## config.mk

```make
export PLATFORM = sky130hd
export DESIGN_NAME = div5_clock_divider
export DESIGN_NICKNAME = d
export VERILOG_FILES = /design/src/rtl/div5_pkg.sv /design/src/rtl/div5_ring_counter.sv /design/src/rtl/div5_fall_stage.sv /design/src/rtl/div5_phase_or.sv /design/src/rtl/div5_clock_divider.sv
export SDC_FILE = /design/constraint.sdc
export NUM_CORES = 1
export LEC_CHECK = 0
export ABC_AREA = 1
export CAP_MARGIN = 30
export CORE_AREA = 3 3 40 42
export CTS_CLUSTER_DIAMETER = 50
export CTS_CLUSTER_SIZE = 24
export DETAILED_ROUTE_END_ITERATION = 10
export DIE_AREA = 0 0 43 45
export DONT_BUFFER_PORTS = 1
export GPL_TIMING_DRIVEN = 0
export RECOVER_POWER = 100
export SYNTH_ARGS = -nofsm -noshare
export SYNTH_HDL_FRONTEND = slang
export SYNTH_SLANG_ARGS = --single-unit
```

## constraint.sdc

```tcl
create_clock -name clk -period 0.8 [get_ports clk]
set_input_delay 0.12 -clock clk [delete_from_list [all_inputs] [get_ports clk]]
set_output_delay 0.12 -clock clk [all_outputs]
set_load 0.005 [all_outputs]
```

## src/rtl/div5_pkg.sv

```systemverilog
`timescale 1ns/1ps
package div5_pkg;
  localparam int CNT_W = 3;
  typedef logic [CNT_W-1:0] cnt_t;

  localparam cnt_t ST_IDLE = 3'b000;
  localparam cnt_t ST_LEAD = 3'b001;
  localparam cnt_t ST_PAIR = 3'b011;
  localparam cnt_t ST_FALL = 3'b110;
  localparam cnt_t ST_TAIL = 3'b100;

  function automatic logic in_cycle(input cnt_t s);
    return (s == ST_IDLE) || (s == ST_LEAD) || (s == ST_PAIR) ||
           (s == ST_FALL) || (s == ST_TAIL);
  endfunction
endpackage

```

## src/rtl/div5_ring_counter.sv

```systemverilog
`timescale 1ns/1ps
module div5_ring_counter
  import div5_pkg::*;
#(
  parameter cnt_t RESET_STATE = ST_IDLE
) (
  input  logic clk,
  input  logic rst,
  output cnt_t cnt
);
  cnt_t cnt_nxt;

  // Q0 is set only when both upper bits are clear; the other bits shift up
  always_comb begin
    cnt_nxt[0] = ~cnt[1] & ~cnt[2];
    cnt_nxt[1] = cnt[0];
    cnt_nxt[2] = cnt[1];
  end

  always_ff @(posedge clk) begin
    if (rst) cnt <= RESET_STATE;
    else     cnt <= cnt_nxt;
  end
endmodule

```

## src/rtl/div5_fall_stage.sv

```systemverilog
`timescale 1ns/1ps
module div5_fall_stage (
  input  logic clk,
  input  logic rst,
  input  logic d,
  output logic q
);
  always_ff @(negedge clk) begin
    if (rst) q <= 1'b0;
    else     q <= d;
  end
endmodule

```

## src/rtl/div5_phase_or.sv

```systemverilog
`timescale 1ns/1ps
module div5_phase_or (
  input  logic lead,
  input  logic lag,
  output logic merged
);
  // lead falls only while lag is high, so the handover leaves no gap
  assign merged = lead | lag;
endmodule

```

## src/rtl/div5_clock_divider.sv

```systemverilog
`timescale 1ns/1ps
module div5_clock_divider
  import div5_pkg::*;
#(
  parameter cnt_t RESET_STATE = ST_IDLE,
  parameter int   TAP_BIT     = 0
) (
  input  logic             clk,
  input  logic             rst,
  output logic             clk_out,
  output logic [CNT_W-1:0] state
);
  cnt_t cnt;
  logic tap;
  logic tap_late;

  div5_ring_counter #(.RESET_STATE(RESET_STATE)) u_cnt (
    .clk (clk),
    .rst (rst),
    .cnt (cnt)
  );

  assign tap = cnt[TAP_BIT];

  div5_fall_stage u_fall (
    .clk (clk),
    .rst (rst),
    .d   (tap),
    .q   (tap_late)
  );

  div5_phase_or u_or (
    .lead   (tap),
    .lag    (tap_late),
    .merged (clk_out)
  );

  assign state = cnt;
endmodule

```

==> insert_results.sql <==
INSERT INTO impl_metrics (metric_group, metric, value, unit) VALUES
('synthesis', 'synthesis.instances', '15', ''),
('synthesis', 'seq_area_frac_synth', '0.610', ''),
('floorplan', 'std_cell_rows', '13', ''),
('routing', 'routed_wl', '227', 'µm'),
('placed_design', 'finalWeightedCongestion', '0.625', ''),
('synthesis', 'postSynthRegisterBits', '4', ''),
('routing', 'avgViaCountPerCell', '2.92', ''),
('sta', 'timing.setup.tns', '-750', 'ps'),
('critical_path', 'worst_setup_path_start_kind', 'flip-flop', ''),
('floorplan', 'pin_count', '6', ''),
('clock_tree', 'cts_made_buffers', '3', ''),
('finish', 'antenna_cells_inserted', '0', ''),
('hold_path', 'min_delay_path_depth', '3', ''),
('synthesis', 'synth-warning-count', '0', ''),
('finish', 'area_delta_synth_final', '61.0', '%'),
('hold_path', 'type_of_the_worst_min_delay_path', 'primary input to flip-flop', ''),
('synthesis', 'post_synth_instance_area', '131', 'µm²'),
('finish', 'final_net_count', '24', ''),
('run', 'maxCapViolCount', '0', ''),
('floorplan', 'coreArea', '1280', 'µm²'),
('synthesis', 'muxShareOfSynthArea', '0', ''),
('critical_path', 'worstPathMaxFanout', '1', ''),
('sta', 'final_hold_viol_count', '0', ''),
('pwr', 'powerDensity', '2640', 'nW/µm²'),
('floorplan', 'floorplan.initialDensity', '0.102', ''),
('synthesis', 'synth_adder_area_share', '0', ''),
('critical_path', 'timing.critical_path.max_delay_family', 'flip-flops', ''),
('global_routing', 'initial_antenna_violation_count', '0', ''),
('synthesis', 'mappedNetlistNets', '17', ''),
('global_routing', 'grt_max_degree', '4', ''),
('sta', 'post_route_skew', '52.4', 'ps'),
('synthesis', 'synth_top_family_by_area', 'buffers and inverters', ''),
('pwr', 'max-vdd-ir-drop', '243', 'µV'),
('global_routing', 'globalRouteTotalUtil', '0.0324', ''),
('synthesis', 'synth.distinct_cells', '6', ''),
('floorplan', 'floorplan.die.height', '45', 'µm'),
('global_routing', 'grt_pass1_vias', '113', ''),
('sta', 'fin_ws', '-500', 'ps'),
('sta', 'setup_violations', '3', ''),
('synthesis', 'syn-mean-instance-area', '8.76', 'µm²'),
('finish', 'seq_area', '81.3', 'µm²'),
('critical_path', 'critPathKind', 'flip-flop to output port', ''),
('critical_path', 'worst_endpoint_data_arrival_time', '1180', 'ps'),
('clock_tree', 'cts_num_sinks', '4', ''),
('finish', 'multiInputGateArea', '23.8', 'µm²'),
('routing', 'final_antenna_net_count', '0', ''),
('finish', 'utilization', '0.165', ''),
('routing', 'wl_per_cell', '6.31', 'µm'),
('critical_path', 'path_depth', '1', ''),
('critical_path', 'crit_slowest_cell', 'dfxtp_1', ''),
('critical_path', 'buffers_plus_inverters_on_the_worst_setup_path', '0', ''),
('clock_tree', 'cts_tree', 'done', ''),
('clock_tree', 'cts_max_level', '1', ''),
('finish', 'final-instance-count-excl-fill', '36', ''),
('routing', 'drt_drc_violations_left', '0', ''),
('critical_path', 'worstPathRequired', '680', 'ps'),
('routing', 'first_pass_iters', '2', ''),
('finish', 'layout-drive-gt1-share', '0.429', ''),
('placed_design', 'half_perimeter_wire_length_after_placement', '159', 'µm'),
('critical_path', 'crit_path_cell_trace', 'or2_1', ''),
('status', 'failed_checks', 'setup timing', ''),
('clock_tree', 'clk_pin_slew', '40', 'ps'),
('clock_tree', 'cts_root_buf', 'clkbuf_4', ''),
('sta', 'final-max-slew-violation-count', '0', ''),
('global_routing', 'grt_pass1_wl', '351', 'µm'),
('critical_path', 'critical_path.max_stage_delay', '280', 'ps'),
('routing', 'drt_iter0_markers', '2', ''),
('sta', 'unrepaired_setup_endpoints_after_global_routing', 'yes', ''),
('sta', 'tightestPinTransition', '142', 'ps'),
('placed_design', 'place.detailed.instances', '30', ''),
('placed_design', 'count_of_input_and_output_buffers', '0', ''),
('synthesis', 'synthSimpleGateAreaFrac', '0.162', ''),
('routing', 'dr_total_vias', '105', ''),
('floorplan', 'die_area', '1940', 'µm²'),
('synthesis', 'complex_gate_fraction_of_the_synthesized_area', '0', ''),
('sta', 'slew-limit-headroom', '0.905', ''),
('clock_tree', 'cts.path.max_buffers', '2', ''),
('status', 'run_status', 'finished, violations left', ''),
('pwr', 'cellLeakagePower', '0.000109', 'µW'),
('finish', 'n_fill_cell', '148', ''),
('floorplan', 'die_w', '43', 'µm'),
('critical_path', 'r2r.worst_path.cells', '2', ''),
('synthesis', 'yosys.area_share.xor_xnor', '0', ''),
('critical_path', 'worst_setup_path_end_kind', 'output port', ''),
('global_routing', 'overflow', '0', ''),
('clock_tree', 'worst_skew_pair.late_latency', '290', 'ps');
==> worst paths after layout <==
| check | startpoint | to | slack, ps |
|---|---|---|---|
| max reg2reg | u_cnt.cnt[0]$_SDFF_PP0_ | u_fall.q$_SDFF_NP0_ | -130 |
| max | u_fall.q$_SDFF_NP0_ | clk_out | -500 |
| min | rst | u_cnt.cnt[0]$_SDFF_PP0_ | 30 |
| min reg2reg | u_cnt.cnt[2]$_SDFF_PP0_ | u_cnt.cnt[0]$_SDFF_PP0_ | 440 |
==> synth_stat cells (all sizes together) <==
cell type | instances | area share
buf | 2 | 0.11
dfxtp | 4 | 0.61
inv | 4 | 0.11
nand2 | 1 | 0.029
nor2 | 3 | 0.086
or2 | 1 | 0.048
==> through the flow <==
| stage | power [µW] | hold slack [ps] | instance area (µm²) | setup WS (ps) |
|---|---|---|---|---|
| 6_report | 558 | 27.0 | 211 | -500 |
| 3_5_place_dp | 265 | 200 | 150 | -207 |
| 2_1_floorplan | 260 | 192 | 131 | -196 |
| 4_1_cts | 566 | 8.51 | 196 | -518 |
| 3_3_place_gp | 264 | 194 | 150 | -207 |
| 5_1_grt | 592 | 59.8 | 211 | -533 |
==> layout by cell type (no fill, tap or decap) <==
master,count
inv_1,3
buf_6,3
clkbuf_4,3
dfxtp_1,3
nor2_1,2
inv_2,1
nor2_2,1
or2_1,1
nand2_1,1
clkbuf_1,1
dlymetal6s4s_1,1
dfxtp_2,1
==> state kept, by name (all words and copies together) (netlist names) <==
register	flops
u_cnt.cnt	3
u_fall.q	1
==> metal layers <==
metal	vias to the layer above	part of all wire	routed length [µm]	GRT usage
met2	6	0.50	113	0.0389
met1	46	0.31	71	0.0192
met3	2	0.11	24	0.0120
met4	0	0.075	17	0.0904
met5	-	0	0	0
li1	51	-	-	-
==> timing repair <==
action | in CTS | in global routing
hold buffers | 1 | 0
gates resized for setup | 4 | 4
hold endpoints to repair | 2 | 0
setup endpoints to repair | 4 | 3
buffers inserted | 0 | 1
gates cloned | 0 | 0
pin swaps | 0 | 1
==> final cells by class <==
class                      instances  share of cell area
timing repair buffer               2               0.112
inverter                           3              0.0533
sequential                         4               0.385
multi-input combinational          5               0.112
tap                               15              0.0888
clock buffer                       4               0.124
clock inverter                     1              0.0178
buffer                             2               0.107
==> logic make-up (layout without fill, tap and decap cells) <==
group | after synthesis | after routing
AND/OR/NAND/NOR | 5 | 5
buffers and inverters | 6 | 12
flip-flops | 4 | 4
==> where the power goes <==
part	switching, µW	leakage, µW	internal (µW)
sequential	8.85	0.0000335	214
clock	95.2	0.0000203	194
combinational	15.5	0.0000550	30.3
total	120	0.000109	438
Power figures use the tool's default switching activity.
